$ cat config.mk
export PLATFORM = sky130hd
export DESIGN_NAME = bscan_chain
export DESIGN_NICKNAME = d
export VERILOG_FILES = /design/src/rtl/bscan_pkg.sv /design/src/rtl/bscan_cell.sv /design/src/rtl/bscan_pad_sel.sv /design/src/rtl/bscan_chain.sv
export SDC_FILE = /design/constraint.sdc
export NUM_CORES = 1
export LEC_CHECK = 0
export ABC_AREA = 1
export BUFFER_PORTS_ARGS = -buffer_cell sky130_fd_sc_hd__buf_4
export CAP_MARGIN = 15
export CORE_AREA = 2 2 141 143
export DETAILED_ROUTE_END_ITERATION = 7
export DIE_AREA = 0 0 143 145
export PLACE_DENSITY = 0.92
export SLEW_MARGIN = 20
export SYNTH_ARGS = -nofsm -noshare
export SYNTH_HDL_FRONTEND = slang
export SYNTH_SLANG_ARGS = --single-unit
$ cat constraint.sdc
create_clock -name tck -period 4.2 [get_ports tck]
set_input_delay 0.84 -clock tck [delete_from_list [all_inputs] [get_ports tck]]
set_output_delay 0.84 -clock tck [all_outputs]
set_load 0.005 [all_outputs]
$ cat src/rtl/bscan_pkg.sv
package bscan_pkg;

    typedef enum logic [1:0] {
        CK_WATCH = 2'd0,
        CK_DATA  = 2'd1,
        CK_EN    = 2'd2
    } cell_kind_e;

    function automatic int chain_len(int nb, int no, int ni);
        return 3 * nb + 2 * no + ni;
    endfunction

    function automatic cell_kind_e kind_at(int k, int nb, int no);
        if (k < 3 * nb) begin
            case (k % 3)
                0:       return CK_WATCH;
                1:       return CK_DATA;
                default: return CK_EN;
            endcase
        end else if (k < 3 * nb + 2 * no) begin
            return (((k - 3 * nb) % 2) == 0) ? CK_DATA : CK_EN;
        end
        return CK_WATCH;
    endfunction

    function automatic int drive_pin_at(int k, int nb);
        return (k < 3 * nb) ? k / 3 : nb + (k - 3 * nb) / 2;
    endfunction

    function automatic int watch_pin_at(int k, int nb, int no);
        return (k < 3 * nb) ? k / 3 : nb + (k - 3 * nb - 2 * no);
    endfunction

endpackage

$ cat src/rtl/bscan_cell.sv
module bscan_cell (
    input  logic tck,
    input  logic rst,
    input  logic capture,
    input  logic shift,
    input  logic update,
    input  logic cap_val,
    input  logic si,
    output logic so,
    output logic held
);

    always_ff @(posedge tck) begin
        if (rst)          so <= 1'b0;
        else if (capture) so <= cap_val;
        else if (shift)   so <= si;
    end

    always_ff @(negedge tck) begin
        if (rst)         held <= 1'b0;
        else if (update) held <= so;
    end

    a_r4_capture_loads: assert property (@(posedge tck) disable iff (rst)
        capture |=> so == $past(cap_val));

    a_r5_latch_holds: assert property (@(negedge tck) disable iff (rst)
        !update |=> $stable(held));

    a_r10_reset_clears: assert property (@(posedge tck)
        rst |=> so == 1'b0);

endmodule

$ cat src/rtl/bscan_pad_sel.sv
module bscan_pad_sel #(
    parameter int W = 4
) (
    input  logic         test_mode,
    input  logic [W-1:0] core_d,
    input  logic [W-1:0] core_e,
    input  logic [W-1:0] lat_d,
    input  logic [W-1:0] lat_e,
    output logic [W-1:0] pad_d,
    output logic [W-1:0] pad_e
);

    always_comb begin
        pad_d = test_mode ? lat_d : core_d;
        pad_e = test_mode ? lat_e : core_e;
    end

endmodule

$ cat src/rtl/bscan_chain.sv
module bscan_chain #(
    parameter int BIDIR_PINS = 28,
    parameter int OUT_PINS   = 20,
    parameter int IN_PINS    = 20,
    localparam int NDRV  = BIDIR_PINS + OUT_PINS,
    localparam int NWAT  = BIDIR_PINS + IN_PINS
) (
    input  logic            tck,
    input  logic            rst,
    input  logic            test_mode,
    input  logic            capture_dr,
    input  logic            shift_dr,
    input  logic            update_dr,
    input  logic            tdi,
    output logic            tdo,
    input  logic [NWAT-1:0] pad_in,
    input  logic [NDRV-1:0] core_out_data,
    input  logic [NDRV-1:0] core_out_en,
    output logic [NDRV-1:0] pad_out,
    output logic [NDRV-1:0] pad_oe
);
    import bscan_pkg::*;

    localparam int NCELL = chain_len(BIDIR_PINS, OUT_PINS, IN_PINS);

    logic [NCELL-1:0] stage;
    logic [NCELL-1:0] held;
    logic [NCELL-1:0] cap;
    logic [NDRV-1:0]  lat_d;
    logic [NDRV-1:0]  lat_e;

    for (genvar k = 0; k < NCELL; k++) begin : g_cell
        localparam cell_kind_e KIND = kind_at(k, BIDIR_PINS, OUT_PINS);
        logic si_k;

        if (k == 0) begin : g_head
            assign si_k = tdi;
        end else begin : g_link
            assign si_k = stage[k-1];
        end

        if (KIND == CK_WATCH) begin : g_watch
            localparam int P = watch_pin_at(k, BIDIR_PINS, OUT_PINS);
            assign cap[k] = pad_in[P];
        end else if (KIND == CK_DATA) begin : g_data
            localparam int P = drive_pin_at(k, BIDIR_PINS);
            assign cap[k]   = core_out_data[P];
            assign lat_d[P] = held[k];
        end else begin : g_en
            localparam int P = drive_pin_at(k, BIDIR_PINS);
            assign cap[k]   = core_out_en[P];
            assign lat_e[P] = held[k];
        end

        bscan_cell u_cell (
            .tck     (tck),
            .rst     (rst),
            .capture (capture_dr),
            .shift   (shift_dr),
            .update  (update_dr),
            .cap_val (cap[k]),
            .si      (si_k),
            .so      (stage[k]),
            .held    (held[k])
        );
    end

    assign tdo = stage[NCELL-1];

    bscan_pad_sel #(.W(NDRV)) u_pad_sel (
        .test_mode (test_mode),
        .core_d    (core_out_data),
        .core_e    (core_out_en),
        .lat_d     (lat_d),
        .lat_e     (lat_e),
        .pad_d     (pad_out),
        .pad_e     (pad_oe)
    );

    a_r3_head_takes_tdi: assert property (@(posedge tck) disable iff (rst)
        (shift_dr && !capture_dr) |=> stage[0] == $past(tdi));

    a_r3_tail_advances: assert property (@(posedge tck) disable iff (rst)
        (shift_dr && !capture_dr) |=> tdo == $past(stage[NCELL-2]));

    a_r7_zero_tristate: assert property (@(posedge tck) disable iff (rst)
        (test_mode && lat_e == '0) |-> pad_oe == '0);

endmodule

==> results of run 1 <==
per-layer routing:
layer / GRT usage, % / vias to the layer above / wire length (um)
met2: 52.7 / 694 / 16100
met4: 13.8 / 0 / 1310
met3: 4.22 / 121 / 2880
met5: 0 / - / 0
li1: - / 5885 / -
met1: 39.5 / 5519 / 13500
logic make-up (layout without fill, tap and decap cells):
family	Yosys count	after routing	synth area share, %
flip-flops	240	240	42.8
multiplexers	21	21	2.11
AND/OR/NAND/NOR	764	764	26.2
AO/OA/AOI/OAI	368	368	16.4
buffers and inverters	343	629	12.5
area by class of cell:
type	instances	area, um2
clock buffer	30	676
clock inverter	109	497
fill	1369	4740
inverter	222	835
multi-input combinational	1153	5140
sequential	240	4830
tap	265	332
timing repair buffer	268	2150
worst max-delay path, stage by stage (launching register included):
cell     delay, ns
dfxtp_2       0.34
mux2_4        0.28
buf_6         0.13
placed cells by master, fill, tap and decap left out, types with 2 or more instances in the layout:
master      count
clkinv_1        2
clkinvlp_2      4
clkbuf_16      26
nand2_1       526
o21ai_1         9
nand3_1        44
buf_4         242
clkbuf_1        3
clkinv_2        4
dfxtp_2        22
o21ai_2        12
nor2_1        192
dfxtp_1       218
mux2_4         19
bufinv_16       3
o21ai_0       150
buf_6          21
inv_1         317
mux2_2          2
buf_12          5
a21oi_1       197
cell usage after synthesis:
cell	number	share of area (%)
nor2_8	1	0.18
clkinv_1	1	0.033
buf_4	4	0.27
nand3_1	44	2.0
buf_1	6	0.20
a21oi_1	197	8.8
buf_2	46	2.1
nand2_1	527	18
o21ai_0	171	7.6
buf_6	6	0.60
dfxtp_1	240	43
inv_2	1	0.033
clkbuf_1	58	1.9
nor2_1	192	6.4
inv_1	221	7.4
mux2_2	21	2.1
final timing paths:
kind | from | cells after the start | endpoint | slack (ns)
hold / removal | g_cell[72].u_cell.so$_SDFFE_PP0P_ | 2 | g_cell[72].u_cell.so$_SDFFE_PP0P_ | 0.47
hold reg to reg | g_cell[72].u_cell.so$_SDFFE_PP0P_ | 2 | g_cell[72].u_cell.so$_SDFFE_PP0P_ | 0.47
setup reg to reg | g_cell[97].u_cell.so$_SDFFE_PP0P_ | 2 | g_cell[97].u_cell.held$_SDFFE_NP0P_ | 1.46
setup / recovery | g_cell[88].u_cell.held$_SDFFE_NP0P_ | 2 | pad_out[30] | -0.06
sequential cells by signal, summed over array words and instances, names as in the netlist:
register	flops
g_cell.u_cell.so	144
g_cell.u_cell.held	96
stage by stage:
step | setup WS [ns] | area (um2) | power [mW] | utilization, %
after floorplan | 0.442 | 11200 | 3.19 | -
after global placement | 0.404 | 13000 | 3.51 | 67.9
after detailed placement | 0.324 | 13000 | 3.54 | 67.9
after CTS | -0.0245 | 14400 | 6.03 | 75.0
after global routing | -0.0751 | 14500 | 6.35 | 75.3
final | -0.0601 | 14500 | 6.08 | 75.3
timing repair:
| action | in CTS | in global routing |
|---|---|---|
| buffers inserted | 3 | 1 |
| resized for setup | 63 | 32 |
| gates cloned | 0 | 0 |
| setup endpoints to repair | 24 | 42 |
power by group:
group          switching [mW]  leakage, nW  internal [mW]
Combinational           0.501         4.78          0.391
Sequential             0.0930         2.00           2.45
Clock                    1.20        0.905           1.44
Total                    1.79         7.68           4.29
==> results.cfg, run 1 <==
[die]
fp.dieW_um = 143
coreArea_um2 = 19200
ios = 248
dieHeight_um = 145
die_area_um2 = 20700
rows = 51
start_util_pct = 58.5

[logic_synthesis]
postSynthNetCount = 1887
yosysUniqueCellTypes = 16
ys_warn_count = 0
avgSynthCellArea_um2 = 6.47
ys_ff_latch = 240
ys_seq_area_share_pct = 42.8
syn_inst = 1736
synth_area_um2 = 11200

[detailed_routing]
drt-wirelength-per-cell_um = 14.8
vias_per_cell = 5.34
initialDrtViolationCount = 1366
dr.pass1.iters = 7
vias = 12219
antenna_left = 0
drcViolationCount = 0
wirelength_um = 33800

[clock_tree]
tritoncts = done
cts.sinks = 240
cts_made_buffers = 24
clockBufferDepth = 3
path_clk_slew_ns = 0.06
ctsHoldBuffers = 0
clk_latency_ns = 0.60
clock-root-buffer = clkbuf_16
cts_max_level = 1

[power]
pwr_density_cell_nw_per_um2 = 420
p_leak_nw = 7.68
ir_worst_vdd_mv = 0.288

[cells_and_area]
drive_above_1_share_pct = 18.0
fin_nets = 2156
antenna-diode-count = 0
finalNonFillerCells = 2287
area_delta_synth_final_pct = 28.8

[critical_path]
cp-end-kind = output pin
crit_type = register to output pin
arrival_ns = 3.42
startpoint_type = register
crit_fanout = 2
worstPathRequired_ns = 3.36

[hold_path]
hp-class = register to register

[placement]
place.gp.congestion = 0.834
dp_hpwl_um = 19300
port_buffers = 247
numPlacedInstances = 2145

[sta]
rsz0062_at_grt = true
slew-limit-headroom_pct = 39.3
drv_slew = 0
setup_viol = 14
tightest_slew_ns = 0.910
hold_viol_final = 0
finClkSkew_ns = 0.0968
fin_tns_setup_ns = -0.277
worst_slack_ns = -0.0601
fin_hold_ws_ns = 0.465

[status]
outcome = finished with violations
violations = setup timing

[grt]
antenna_found_initial = 0
grt_usage_pct = 31.2
grt_max_degree = 87
grt_pass1_vias = 11623
grt_pass1_wl_um = 54300
grt.overflow.total = 0

[job]
maxCapViolCount = 0
No activity file was read; power rests on OpenSTA's default activity.
==> run 2, diff against run 1 <==
- clock period: 4.2 -> 5.2 ns (I/O delays scaled with it)
==> run 2 against run 1 <==
  * The flow now finishes without violations
  * Final area down 1.8%
  * Die area unchanged
  * Total power down 20%
  * Global-route usage down 0.72 points
  * Routed wire length down 3.2%
  * Sequential power down 19%
  * First-iteration DRC count down 23%
  * Clock power down 19%
  * Clock skew down 0.011 ns
  * Utilization down 1.4 points
  * Critical path depth unchanged
  * Critical path type unchanged
  * Critical endpoint is now pad_oe[32]
  * Largest cell class unchanged
==> results.cfg, run 2 (synthesized netlist as in run 1, its figures left out) <==
[grt]
grt_pass1_vias = 11635
grt_usage_pct = 30.5
grt.overflow.total = 0
antenna_found_initial = 0
grt_pass1_wl_um = 53100
grt_max_degree = 87

[clock_tree]
clock-root-buffer = clkbuf_16
cts_max_level = 1
cts_made_buffers = 24
post_cts_resized = 0
cts.sinks = 240
ctsHoldBuffers = 0
cts_setup_buffers = 0
clockBufferDepth = 3
path_clk_slew_ns = 0.07
clk_latency_ns = 0.59
tritoncts = done

[cells_and_area]
area_delta_synth_final_pct = 26.5
fillers = 1449
antenna-diode-count = 0
reg.largest.list = g_cell.u_cell.so (144), g_cell.u_cell.held (96)
drive_above_1_share_pct = 16.0
fin_area_um2 = 14200
largest_reg_flops = 144
fin_nets = 2150
multi_input_area_um2 = 5020
final_common_cell = nand2_1
final_cell_mix = nand2_1, inv_1, buf_4, dfxtp_1, a21oi_1
final-seq-area_um2 = 4800
top_register = g_cell.u_cell.so

[critical_path]
worstPathRequired_ns = 4.16
crit_type = register to output pin
path_buf_inv = 1
r2r_start = g_cell[8].u_cell.so$_SDFFE_PP0P_
r2r_setup_slack_ns = 1.99
worst-r2r-cell-count = 2
crit_path_max_incr_delay_ns = 0.33
crit_chain = mux2_2 -> buf_4
crit_fanout = 2
arrival_ns = 3.93
startpoint_type = register
crit_family = flip-flops
cpMaxStageDelayCell = dfxtp_1
cp-end-kind = output pin
worstReg2RegEnd = g_cell[8].u_cell.held$_SDFFE_NP0P_

[sta]
worst_slack_ns = 0.227
fin_tns_setup_ns = 0
drv_slew = 0
tightest_slew_ns = 0.933
setup_viol = 0
finClkSkew_ns = 0.0857
rsz0062_at_grt = false
hold_viol_final = 0
slew-limit-headroom_pct = 37.8

[power]
pwr-share-comb_pct = 14.0
ir_worst_vdd_mv = 0.273
switching_share_pct = 28.9
pwr_density_cell_nw_per_um2 = 343
p_seq_share_pct = 42.1
p_total_mw = 4.87
clockPowerShare_pct = 43.8
p_leak_nw = 7.54
switchingPower_mw = 1.41
p_int_mw = 3.46

[hold_path]
hp-start = g_cell[137].u_cell.so$_SDFFE_PP0P_
holdPathEnd = g_cell[137].u_cell.so$_SDFFE_PP0P_
hp-class = register to register
hold_path_depth = 2

[detailed_routing]
dr.pass1.iters = 6
antenna_left = 0
drcViolationCount = 0
drt-wirelength-per-cell_um = 14.3
vias_per_cell = 5.27
vias = 12016
initialDrtViolationCount = 1058
wirelength_um = 32700

[die]
start_util_pct = 58.5
dieHeight_um = 145
fp.dieW_um = 143
rows = 51
ios = 248
die_area_um2 = 20700
coreArea_um2 = 19200

[placement]
placed_cell_area_um2 = 13000
place.gp.congestion = 0.850
dpl_worst_slack_ns = 0.540
dp_hpwl_um = 19300
port_buffers = 247

[job]
maxCapViolCount = 0

[status]
outcome = complete, no violations
==> run 2: cell count changes in the layout (fill, tap and decap cells not counted), sizes merged <==
cell	previous run	this run
clkinv	6	3
bufinv	3	2
inv	318	319
clkinvlp	4	1
clkbuf	30	36
buf	268	262
==> run 2: layout make-up <==
| cell class | instances | share of cell area, % |
|---|---|---|
| multi-input combinational | 1153 | 35.4 |
| sequential | 240 | 33.8 |
| inverter | 222 | 5.88 |
| timing repair buffer | 262 | 14.2 |
| tap | 265 | 2.33 |
| clock inverter | 103 | 3.11 |
| clock buffer | 36 | 5.28 |
==> run 2: metrics by stage <==
stage,hold slack (ns),util (%),cells
after global routing,0.480,73.9,2281
after global placement,0.453,67.7,2142
after detailed placement,0.459,67.7,2142
after CTS,0.469,73.8,2280
after floorplan,0.444,-,1736
final,0.467,73.9,2281
==> run 2: worst register-to-register path, stage by stage (launching register included) <==
cell and delay, ns:
dfxtp_1 0.34, nor2_1 0.16, nor2_1 0.07
==> run 2: power by group through the flow <==
stage,Sequential [mW],Combinational (mW),Clock (mW)
CTS,2.05,0.677,2.13
global route,2.06,0.759,2.27
floorplan,2.06,0.400,0.113
detailed placement,2.08,0.665,0.113
global placement,2.08,0.645,0.113
finish,2.05,0.684,2.13
==> run 2: worst max path at each step <==
stage | start | endpoint | slack [ns] | cells after the start
floorplan | update_dr | g_cell[101].u_cell.held$_SDFFE_NP0P_ | 0.74 | 4
global placement | rst | g_cell[113].u_cell.held$_SDFFE_NP0P_ | 0.63 | 5
detailed placement | rst | g_cell[110].u_cell.held$_SDFFE_NP0P_ | 0.54 | 5
CTS | g_cell[88].u_cell.held$_SDFFE_NP0P_ | pad_out[30] | 0.24 | 2
global route | g_cell[105].u_cell.held$_SDFFE_NP0P_ | pad_oe[38] | 0.20 | 3
finish | g_cell[93].u_cell.held$_SDFFE_NP0P_ | pad_oe[32] | 0.23 | 2
==> run 2: routing by layer <==
layer | track usage [%] | up-vias | wire length [um]
li1 | - | 5872 | -
met1 | 37.4 | 5373 | 12600
met2 | 52.5 | 662 | 16000
met3 | 4.65 | 109 | 2870
met4 | 13.3 | 0 | 1240
met5 | 0 | - | 0
